$ cat src/rtl/lneg_pkg.sv
package lneg_pkg;
  typedef enum logic [2:0] {
    ST_IDLE, ST_RD_LO, ST_RD_HI, ST_CAPT, ST_WR_LO, ST_WR_HI, ST_DONE
  } state_e;

  typedef struct packed {
    logic e;
    logic u;
    logic n;
    logic z;
    logic v;
    logic c;
  } flags_t;
endpackage

$ cat src/rtl/lneg_ctrl.sv
module lneg_ctrl
  import lneg_pkg::*;
#(
  parameter int ADDR_W = 16,
  parameter int WORDS  = 2
) (
  input  logic              clk_i,
  input  logic              rst_ni,
  input  logic              start_i,
  input  logic [ADDR_W-1:0] addr_i,
  output logic              busy_o,
  output logic              done_o,
  output logic              misalign_o,
  output logic [ADDR_W-1:0] mem_addr_o,
  output logic              mem_we_o,
  output logic [WORDS-1:0]  cap_en_o,
  output logic              wsel_o,
  output logic              flag_ld_o
);
  state_e            state_q, state_d;
  logic [ADDR_W-1:0] base_q;
  logic              misalign_q;
  logic              word_sel;

  always_comb begin
    state_d = state_q;
    case (state_q)
      ST_IDLE:  if (start_i && !addr_i[0]) state_d = ST_RD_LO;
      ST_RD_LO: state_d = ST_RD_HI;
      ST_RD_HI: state_d = ST_CAPT;
      ST_CAPT:  state_d = ST_WR_LO;
      ST_WR_LO: state_d = ST_WR_HI;
      ST_WR_HI: state_d = ST_DONE;
      default:  state_d = ST_IDLE;
    endcase
  end

  always_ff @(posedge clk_i or negedge rst_ni) begin
    if (!rst_ni) begin
      state_q    <= ST_IDLE;
      base_q     <= '0;
      misalign_q <= 1'b0;
    end else begin
      state_q    <= state_d;
      misalign_q <= (state_q == ST_IDLE) && start_i && addr_i[0];
      if (state_q == ST_IDLE && start_i && !addr_i[0]) base_q <= addr_i;
    end
  end

  // odd word of the pair is selected in the second read and second write
  assign word_sel    = (state_q == ST_RD_HI) || (state_q == ST_WR_HI);
  assign mem_addr_o  = {base_q[ADDR_W-1:1], word_sel};
  assign mem_we_o    = (state_q == ST_WR_LO) || (state_q == ST_WR_HI);
  assign cap_en_o[0] = (state_q == ST_RD_HI);
  assign cap_en_o[1] = (state_q == ST_CAPT);
  assign wsel_o      = (state_q == ST_WR_HI);
  assign flag_ld_o   = (state_q == ST_WR_HI);
  assign done_o      = (state_q == ST_DONE);
  assign busy_o      = (state_q != ST_IDLE);
  assign misalign_o  = misalign_q;

  p_done_pulse_r3: assert property (@(posedge clk_i) disable iff (!rst_ni)
    done_o |=> !done_o);
  p_we_busy_r2: assert property (@(posedge clk_i) disable iff (!rst_ni)
    mem_we_o |-> busy_o);
  p_misalign_idle_r9: assert property (@(posedge clk_i) disable iff (!rst_ni)
    misalign_o |-> !busy_o && !mem_we_o);
  p_no_restart_r10: assert property (@(posedge clk_i) disable iff (!rst_ni)
    (busy_o && !done_o) |=> busy_o);
endmodule

$ cat src/rtl/lneg_alu.sv
module lneg_alu
  import lneg_pkg::*;
#(
  parameter int DATA_W = 16,
  parameter int EXT_W  = 4
) (
  input  logic [2*DATA_W-1:0] op_i,
  output logic [2*DATA_W-1:0] res_o,
  output flags_t              flags_o
);
  localparam int LW = 2 * DATA_W;
  localparam int XW = LW + EXT_W;

  logic [XW-1:0] ext;
  logic [EXT_W:0] guard;

  assign res_o = '0 - op_i;
  assign ext   = {{EXT_W{res_o[LW-1]}}, res_o};
  assign guard = ext[XW-1:LW-1];

  always_comb begin
    flags_o.n = res_o[LW-1];
    flags_o.z = (res_o == '0);
    flags_o.v = op_i[LW-1] && res_o[LW-1];   // only the most negative value
    flags_o.c = (op_i != '0);
    flags_o.e = !((&guard) || !(|guard));
    flags_o.u = (res_o[LW-1] == res_o[LW-2]);
  end
endmodule

$ cat src/rtl/lneg_unit.sv
module lneg_unit
  import lneg_pkg::*;
#(
  parameter int ADDR_W = 16,
  parameter int DATA_W = 16,
  parameter int EXT_W  = 4
) (
  input  logic              clk_i,
  input  logic              rst_ni,
  input  logic              start_i,
  input  logic [ADDR_W-1:0] addr_i,
  output logic              busy_o,
  output logic              done_o,
  output logic              misalign_o,
  output logic [ADDR_W-1:0] mem_addr_o,
  output logic              mem_we_o,
  output logic [DATA_W-1:0] mem_wdata_o,
  input  logic [DATA_W-1:0] mem_rdata_i,
  output logic [5:0]        flags_o
);
  localparam int WORDS = 2;
  localparam int LW    = WORDS * DATA_W;

  logic [WORDS-1:0]  cap_en;
  logic              wsel, flag_ld;
  logic [DATA_W-1:0] op_q [WORDS];
  logic [LW-1:0]     op_w, res_w;
  flags_t            flags_d, flags_q;

  lneg_ctrl #(.ADDR_W(ADDR_W), .WORDS(WORDS)) i_ctrl (
    .clk_i, .rst_ni, .start_i, .addr_i,
    .busy_o, .done_o, .misalign_o, .mem_addr_o, .mem_we_o,
    .cap_en_o(cap_en), .wsel_o(wsel), .flag_ld_o(flag_ld)
  );

  for (genvar g = 0; g < WORDS; g++) begin : g_word
    always_ff @(posedge clk_i or negedge rst_ni) begin
      if (!rst_ni)        op_q[g] <= '0;
      else if (cap_en[g]) op_q[g] <= mem_rdata_i;
    end
    assign op_w[g*DATA_W +: DATA_W] = op_q[g];
  end

  lneg_alu #(.DATA_W(DATA_W), .EXT_W(EXT_W)) i_alu (
    .op_i(op_w), .res_o(res_w), .flags_o(flags_d)
  );

  assign mem_wdata_o = wsel ? res_w[LW-1:DATA_W] : res_w[DATA_W-1:0];

  always_ff @(posedge clk_i or negedge rst_ni) begin
    if (!rst_ni)      flags_q <= '0;
    else if (flag_ld) flags_q <= flags_d;
  end
  assign flags_o = flags_q;

  p_flags_hold_r11: assert property (@(posedge clk_i) disable iff (!rst_ni)
    !$stable(flags_o) |-> done_o);
  p_ovf_implies_r5: assert property (@(posedge clk_i) disable iff (!rst_ni)
    flags_o[1] |-> (flags_o[3] && flags_o[0]));
  p_zero_no_borrow_r6: assert property (@(posedge clk_i) disable iff (!rst_ni)
    done_o |-> (flags_o[2] != flags_o[0]));
  p_first_wr_even_r2: assert property (@(posedge clk_i) disable iff (!rst_ni)
    (mem_we_o && !$past(mem_we_o)) |-> !mem_addr_o[0]);
endmodule

$ cat config.mk
export PLATFORM = sky130hd
export DESIGN_NAME = lneg_unit
export DESIGN_NICKNAME = d
export VERILOG_FILES = /design/src/rtl/lneg_pkg.sv /design/src/rtl/lneg_ctrl.sv /design/src/rtl/lneg_alu.sv /design/src/rtl/lneg_unit.sv
export SDC_FILE = /design/constraint.sdc
export NUM_CORES = 1
export LEC_CHECK = 0
export BUFFER_PORTS_ARGS = -buffer_cell sky130_fd_sc_hd__buf_4
export CORE_MARGIN = 5
export CORE_UTILIZATION = 45
export CTS_CLUSTER_DIAMETER = 100
export DETAILED_ROUTE_END_ITERATION = 10
export GPL_TIMING_DRIVEN = 0
export MAX_ROUTING_LAYER = met4
export PLACE_DENSITY_LB_ADDON = 0.25
export REMOVE_ABC_BUFFERS = 1
export SYNTH_ARGS = -nofsm -noshare
export SYNTH_HDL_FRONTEND = slang
export SYNTH_SLANG_ARGS = --single-unit
$ cat constraint.sdc
create_clock -name clk_i -period 4.31 [get_ports clk_i]
set_input_delay 1.293 -clock clk_i [delete_from_list [all_inputs] [get_ports clk_i]]
set_output_delay 1.293 -clock clk_i [all_outputs]
set_load 0.01 [all_outputs]
* After elaboration in Yosys (flattened, before gate mapping)
Cells that the tools add are included.
** Word-level totals
- Flip-flop bits (word level) :: 57
- Word-level logic and storage cells :: 34
** Cells by class
- Muxes and demuxes :: 3
- Equality and inequality tests :: 8
- Reductions and logical operators :: 12
- $add $sub $neg :: 1
** Operator list (count)
- 32-bit logical NOT :: 1
- 32-bit nonzero test :: 1
- 1-bit by 32-bit subtractor with 32-bit output (first input constant) :: 1
- 3-bit case mux with 6 select lines :: 1
- 16-bit 2-to-1 mux :: 1
- 3-bit equality test (second input constant) :: 3
- 3-bit by 2-bit equality test with 1-bit output (second input constant) :: 2
- 1-bit logical AND :: 5
- 3-bit by 1-bit equality test with 1-bit output (second input constant) :: 1
- 3-bit logical NOT :: 1
- 3-bit 2-to-1 mux :: 1
- 3-bit nonzero test :: 1
- 1-bit logical OR :: 2
- 2-bit by 1-bit inequality test with 1-bit output (second input constant) :: 1
- 1-bit equality test :: 1
- 1-bit logical NOT :: 1

* Longest topological paths before layout
Gate-level depths: netlist of the first run.
- Depth after elaboration :: 4
- Gate-level depth with buffers :: 13
- Depth with buffers taken out :: 12

* Cells and area by module
From an unflattened synthesis of the first run, not the netlist that was laid out.
** Second synthesis, totals
- Cell total of the unflattened synthesis :: 310
- Area, all modules :: 3679.8 µm²
** By module, submodules not included
- lneg_unit :: times used 1, area an instance 1770.4 µm², sequential area each 950.9 µm², cells each 99
- lneg_alu :: times used 1, area an instance 1087.3 µm², sequential area each 0.0 µm², cells each 157
- lneg_ctrl :: times used 1, area an instance 822.0 µm², sequential area each 475.5 µm², cells each 54

* Least setup slack after synthesis of the first run
No wires, ideal clock.
- Path type :: register -> output
- Start :: register op_q[18] (netlist name)
- End :: output mem_wdata_o[11]
- Required time :: 3017 ps
- Setup slack :: 516 ps
- Stages on the path, launching flop included :: 10
- Data arrival time :: 2501 ps
- Cells stage by stage :: dfrtp_1 > buf_6 > or3_1 > or3b_1 > or3_1 > clkbuf_2 > or2_2 > nor2_1 > xor2_1 > o21ai_0
** Between the ends
- Word-level cells in the longest chain between the ends :: 2
** Ends and longest elaborated chain
- from (decl) :: RTL line lneg_unit.sv:26 : logic [DATA_W-1:0] op_q [WORDS];
- from (signal, indexed assignment) :: RTL line lneg_unit.sv:39 : else if (cap_en[g]) op_q[g] <= mem_rdata_i;
- 1-bit by 32-bit subtractor with 32-bit output :: RTL line lneg_alu.sv:17 : assign res_o = '0 - op_i;
- 16-bit 2-to-1 mux :: RTL line lneg_unit.sv:48 : assign mem_wdata_o = wsel ? res_w[LW-1:DATA_W] : res_w[DATA_W-1:0];
- to (decl) :: RTL line lneg_unit.sv:17 : output logic [DATA_W-1:0] mem_wdata_o,
No other way between the ends.

* Final worst setup path of the first run
- Start :: register op_q[17] (netlist name)
- End :: output mem_wdata_o[11]
The elaborated chain is that of the path after synthesis.

==> summary.md, run 1 <==
| Metric | Value |
|---|---|
| Worst r2r src | op_q[8] |
| Total CTS buffers | 5 |
| Sw power | around 0.0012 W |
| Die height | 95.7 µm |
| Cell area after synthesis | 3300 µm² |
| Total track usage | 18.0% |
| Maximum vdd drop | ~0.35 mV |
| Unique masters post-synth | 52 |
| Antenna-violating nets left | 0 |
| WP data required | 3.02 ns |
| Slew @ Worst Pin | approximately 1.3 ns |
| Crit. End Element | output pin |
| # hold bufs at CTS | 0 |
| Core area | 7210 µm² |
| Comb pwr share | 50.8% |
| Hold Path Cell Cnt | 2 |
| Initial drt markers | 96 |
| H-tree levels | 2 |
| Max-Cap Viols | 0 |
| Status | completed |
| Longest Clk Path Bufs | 2 |
| Max Transition Viols Final | 0 |
| Slew margin rel. | 15.9% |
| Die ar. | roughly 9200 µm² |
| FF-to-FF End | flags_o[2] |
| Reg2Reg Depth | 11 |
| Std-Cell Rows | 31 |
| Clk slew on worst S/H paths | 0.11 ns |
| Synthesized instance count | 332 |
| Routability cong. | a little under 0.9 |
| M3 GR Usage | 3.63% |
| Power Dens Cells | 713 nW/µm² |
| Total negative setup slack | 0 ns |
| Largest net degree at the start of global routing | 57 |
| DRT Pass-1 Iters | 4 |
| Reg power frac | 38.7% |
| Port buffer count | 75 |
| # diodes | 0 |
| Initial Utilization | between 40% and 50% |
| Congestion Overflow GR | 0 |
| Die width | about 96 µm |
| IO Count | 77 |
| Final instance area | a little over 4000 µm² |
| Number of synthesized register bits | 56 |
| RSZ-0062 raised after global routing | yes |
| Met1 Track Usage GR | roughly a quarter |
| DP Wirelength | 5.67 mm |
| CTS sink cnt | between 50 and 60 |
| Synthesis-to-layout area growth | 22.3% |
| Post-DR wirelength/cell | 15.3 µm |
| Static Leak | 1.77 nW |
| Endpoints failing hold | 0 |
| GRT met2 Usage | 28.1% |
| Async set-or-reset flop fraction in the synthesized netlist | 100% |
| Top_reg_cell synth | dfrtp_1 |
| CTS tree | built |
| Switching share of power | 41.1% |
| Clock period minus worst slack | 4.20 ns |
| Crit path DAT | a little under 3 ns |
| Worst hold path class | reg2reg |
| Critical Path Fanout Max | 8 |
| Layer with the highest usage | met2 |
| First-pass GRT wire length | 12.4 mm |
| WHS Endpoint | flags_o[4] |
| Final period utilization | 97.5% |
| Detailed-route via count | 2648 |
| Internal power | 0.00170 W |
| FF-to-FF setup slack | 0.53 ns |
| Initial antenna violation count | 0 |
| Drt total wl | 7.61 mm |
| Worst Hold Launch | flags_o[4] |
| Root buf cell | clkbuf_8 |
| Routed vias/inst | roughly 5.3 |
| Crit path kind | reg2out |
| Clock power frac | 10.4% |
| Setup Viol. Count Final | 0 |
| Number of global-route vias before repair | 2586 |
| Nets | 435 |
| Cell Area, Placed | 3860 µm² |
| Seq/Total Area, Yosys | 42.4% |
| Drc violations | 0 |
| Yosys warns | 0 |
| Post-Syn Area per Cell | 9.95 µm² |
| Clock Skew | 0.0119 ns |
| Post-synth EDFFs | 0 |
| FMAX | 238 MHz |
| Layout cells sized above 1 | about two fifths |
| Clk_lat worst skew | between 0.3 and 0.4 ns |
| CP Launch Type | flop |
power by group through the flow:
stage / Sequential (W) / Clock (W) / Combinational, W
finish: 0.00112 / 0.000301 / 0.00147
floorplan: 0.00107 / 0 / 0.000868
global placement: 0.00110 / 0 / 0.00142
detailed placement: 0.00112 / 0 / 0.00145
global route: 0.00117 / 0.000334 / 0.00162
CTS: 0.00111 / 0.000313 / 0.00146
worst max-delay path by stage:
| stage | endpoint | cells past startpoint | start |
|---|---|---|---|
| after floorplan | mem_wdata_o[11] | 7 | op_q[18] |
| after global placement | mem_wdata_o[15] | 7 | op_q[18] |
| after detailed placement | mem_wdata_o[15] | 7 | op_q[18] |
| after CTS | mem_wdata_o[15] | 7 | op_q[18] |
| after global routing | mem_wdata_o[11] | 8 | op_q[17] |
| final | mem_wdata_o[11] | 8 | op_q[17] |
per-stage QoR:
stage                     power (W)  std cells  hold slack (ns)  setup WS (ns)  utilization, %
final                       0.00288        496            0.500          0.106            56.0
after detailed placement    0.00256        484            0.474          0.188            53.6
after global placement      0.00252        484            0.466          0.183            53.6
after floorplan             0.00194        310            0.488          0.587               -
after global routing        0.00312        496            0.530        -0.0158            56.0
after CTS                   0.00288        492            0.503        0.00299            55.0
critical path, cell delays in order (launching register included):
cell     delay [ns]
dfrtp_1        0.44
or3_4          0.42
or3b_4         0.43
or3_4          0.43
or2_2          0.33
nor2_2         0.10
xor2_1         0.13
o21ai_0        0.10
buf_4          0.21
cell type report:
type	instances	area [µm²]
clock buffer	6	72.6
clock inverter	2	17.5
fill	664	3180
inverter	6	22.5
multi-input combinational	248	1810
sequential	56	1400
tap	99	124
timing repair buffer	79	593
timing repair:
action                                  in CTS  in global routing
pin swaps                                    0                  0
buffers inserted                             0                  4
hold endpoints to repair                     0                  0
gates resized for setup                      4                  8
endpoints found under the setup margin       3                  9
synth_stat cells (all sizes together) (2+ instances only):
library cell | count | share of area (%)
dfrtp | 56 | 42
mux2 | 45 | 15
nand2 | 30 | 3.4
nor2 | 28 | 3.2
o21ai | 21 | 3.2
nor3 | 15 | 2.3
xor2 | 14 | 3.7
clkbuf | 13 | 1.5
xnor2 | 11 | 2.9
nor4 | 10 | 2.5
buf | 9 | 2.3
a21oi | 8 | 1.2
or3 | 8 | 1.6
inv | 6 | 0.68
or2 | 5 | 0.95
ha | 4 | 1.5
nand3 | 4 | 0.61
or4 | 4 | 1.0
and3 | 3 | 0.57
nand2b | 3 | 0.57
nor2b | 3 | 0.57
o31ai | 3 | 0.68
a31oi | 2 | 0.38
and2 | 2 | 0.38
and4b | 2 | 0.61
nand3b | 2 | 0.45
nand4 | 2 | 0.38
or3b | 2 | 0.53
or4b | 2 | 0.61
flip-flops by register name, indices dropped and copies added, names as in the netlist:
register / flops
i_ctrl.state_q: 3
i_ctrl.base_q: 15
i_ctrl.misalign_o: 1
op_q: 32
flags_o: 5
routing by layer:
metal | wire, µm | share of wire [%]
met5 | 0 | 0
met2 | 3570 | 47
met1 | 3510 | 46
met4 | 79 | 1.0
met3 | 448 | 5.9
placed cells by master (no fill, tap or decap), types with 4 or more instances in the layout:
master / n
inv_1: 6
dfrtp_1: 55
nor4_2: 4
o21ai_0: 20
or3_1: 5
mux2_2: 45
a21oi_1: 8
xnor2_1: 11
nor4_1: 4
nand3_1: 4
xor2_1: 14
clkbuf_8: 5
ha_1: 4
nor2_1: 27
buf_4: 79
nor3_1: 14
or2_2: 5
nand2_1: 30
kinds of logic after synthesis:
logic type | after synthesis | share of synthesized area, %
simple gates | 127 | 20.7
xor+xnor | 25 | 6.63
buf+inv | 28 | 4.51
compound gates | 45 | 8.49
fa+ha+maj | 4 | 1.52
mux | 46 | 15.6
other cells | 1 | 0.114
flops | 56 | 42.4
Power figures use the tool's default switching activity.
==> inputs of run 2 (changes only) <==
Settings changed: CORE_ASPECT_RATIO set to 1.1, CORE_UTILIZATION 45 to 50.
==> run 2 against run 1 <==
Sequential power barely moved. Sequential share of layout area grew 0.38 points. Sequential cell count unchanged. Critical endpoint unchanged. Highest routed layer unchanged.
==> summary.md, run 2 (synthesis gave the netlist of run 1 again) <==
| Metric | Value |
|---|---|
| Maximum vdd drop | 0.333 mV |
| Layout cells sized above 1 | 38.5% |
| Max reg flops | 32 |
| Crit path buffers/inverters | 1 |
| Worst Setup EP | mem_wdata_o[11] |
| Top reg by flops | op_q |
| Antenna-violating nets left | 0 |
| Final setup margin | between 0.1 and 0.15 ns |
| Worst hold path class | reg2reg |
| FF-to-FF setup slack | 0.51 ns |
| Crit path cell chain | nor4_2, or3b_4, or3_4, or2_2, nor2_1, xor2_1, o21ai_0, buf_4 |
| Synthesis-to-layout area growth | 21.1% |
| Crit path kind | reg2out |
| Clk slew on worst S/H paths | 0.11 ns |
| FF-to-FF End | flags_o[2] |
| Pre-CTS setup slack | between 0.2 and 0.3 ns |
| Total track usage | 19.4% |
| Total CTS buffers | 5 |
| Clock Skew | between 0.005 and 0.006 ns |
| Reg2Reg Depth | 11 |
| Worst path depth | 8 |
| Commonest non-fill, non-tap cell in the layout | buf_4 |
| Congestion Overflow GR | 0 |
| Clk_lat worst skew | 0.32 ns |
| Drc violations | 0 |
| Clock period minus worst slack | about 4.2 ns |
| Critical Path Fanout Max | 8 |
| CP Launch Type | flop |
| CTS tree | built |
| Post-DR wirelength/cell | about 16 µm |
| Root buf cell | clkbuf_8 |
| # diodes | 0 |
| Detailed-route via count | 2633 |
| DRT Pass-1 Iters | 4 |
| Slowest stage cell, crit path | dfrtp_1 |
| Slew margin rel. | 18.5% |
| Filler cell count | 539 |
| Port buffer count | 75 |
| Static Leak | 1.75 nW |
| Initial Utilization | 50.7% |
| DP Wirelength | 5.65 mm |
| Std-Cell Rows | 31 |
| Number of global-route vias before repair | 2684 |
| Routed vias/inst | 5.52 |
| Number of cells after detailed placement | 467 |
| First-pass GRT wire length | 12.4 mm |
| Die width | 87.5 µm |
| Power, Total | ~0.0029 W |
| H-tree levels | 2 |
| Largest net degree at the start of global routing | 57 |
| Status | completed |
| IO Count | 77 |
| Slowest cell delay on critical path | 0.47 ns |
| Setup Viol. Count Final | 0 |
| Crit path DAT | 2.91 ns |
| Max Transition Viols Final | 0 |
| Die ar. | between 8000 and 9000 µm² |
| Endpoints failing hold | 0 |
| Die height | 95.2 µm |
| CTS sink cnt | 56 |
| Worst r2r src | op_q[29] |
| Nets | 433 |
| Initial antenna violation count | 0 |
| Crit. End Element | output pin |
| Longest Clk Path Bufs | 2 |
| Power Dens Cells | around 700 nW/µm² |
| Routability cong. | 0.832 |
| CP startpoint | op_q[29] |
| WP data required | 3.02 ns |
| Final period utilization | 97.6% |
| Most frequent cells in the layout | 77 x buf_4, 54 x dfrtp_1, 45 x mux2_2 |
| Delay-heaviest family, CP | simple AND/OR/NAND/NOR gates |
| Drt total wl | 7.59 mm |
| FMAX | 238 MHz |
| Fin cells | 477 |
| Max-Cap Viols | 0 |
| Core area | 6520 µm² |
| Slew @ Worst Pin | 1.22 ns |
| Initial drt markers | about 130 |
-- run 2: power by group --
group	switching, W	internal [W]
registers	0.000342	0.000780
clock network	0.000186	0.000119
logic	0.000666	0.000792
-- run 2: routing by layer --
| layer | up-vias | wire length, µm | track usage, % | share of wire [%] |
|---|---|---|---|---|
| li1 | 1289 | - | - | - |
| met2 | 83 | 3810 | 32.7 | 50 |
| met5 | - | 0 | - | 0 |
| met3 | 6 | 469 | 4.15 | 6.2 |
| met4 | 0 | 63 | 4.22 | 0.83 |
| met1 | 1255 | 3250 | 24.0 | 43 |
-- run 2: worst reg2reg max path: cells and delay by family (launching register included) --
| kind | cells | cell delay [ns] |
|---|---|---|
| fa+ha+maj | 2 | 0.37 |
| flops | 1 | 0.47 |
| compound gates | 2 | 0.47 |
| simple gates | 7 | 2.39 |
-- run 2: area by class of cell --
class                      instances  area (µm²)  area share [%]
clock inverter                     3        26.3           0.657
tap                               82         103            2.57
inverter                           6        22.5           0.563
sequential                        56        1400            35.1
timing repair buffer              77         578            14.5
clock buffer                       5        68.8            1.72
multi-input combinational        248        1800            44.9
-- run 2: worst min-delay path by stage --
stage | start | end | slack [ns] | cells after the start
2_1_floorplan | op_q[9] | op_q[9] | 0.49 | 1
3_3_place_gp | flags_o[1] | flags_o[1] | 0.46 | 2
3_5_place_dp | flags_o[1] | flags_o[1] | 0.47 | 2
4_1_cts | flags_o[1] | flags_o[1] | 0.49 | 2
5_1_grt | flags_o[3] | flags_o[3] | 0.54 | 2
6_report | flags_o[3] | flags_o[3] | 0.49 | 2
-- run 2: metrics by stage --
stage / utilization [%] / cell area (µm²) / setup TNS (ns) / hold slack [ns]
after floorplan: - / 3180 / 0 / 0.488
after global placement: 59.0 / 3840 / 0 / 0.463
after detailed placement: 59.0 / 3840 / 0 / 0.468
after CTS: 60.7 / 3960 / 0 / 0.494
after global routing: 61.4 / 4000 / -0.0150 / 0.539
final: 61.4 / 4000 / 0 / 0.488
-- run 2: repair_timing --
action                     CTS  global route
gates resized for setup      4             6
hold buffers                 0             0
pin swaps                    0             1
buffers inserted             0             2
setup endpoints to repair    3             7
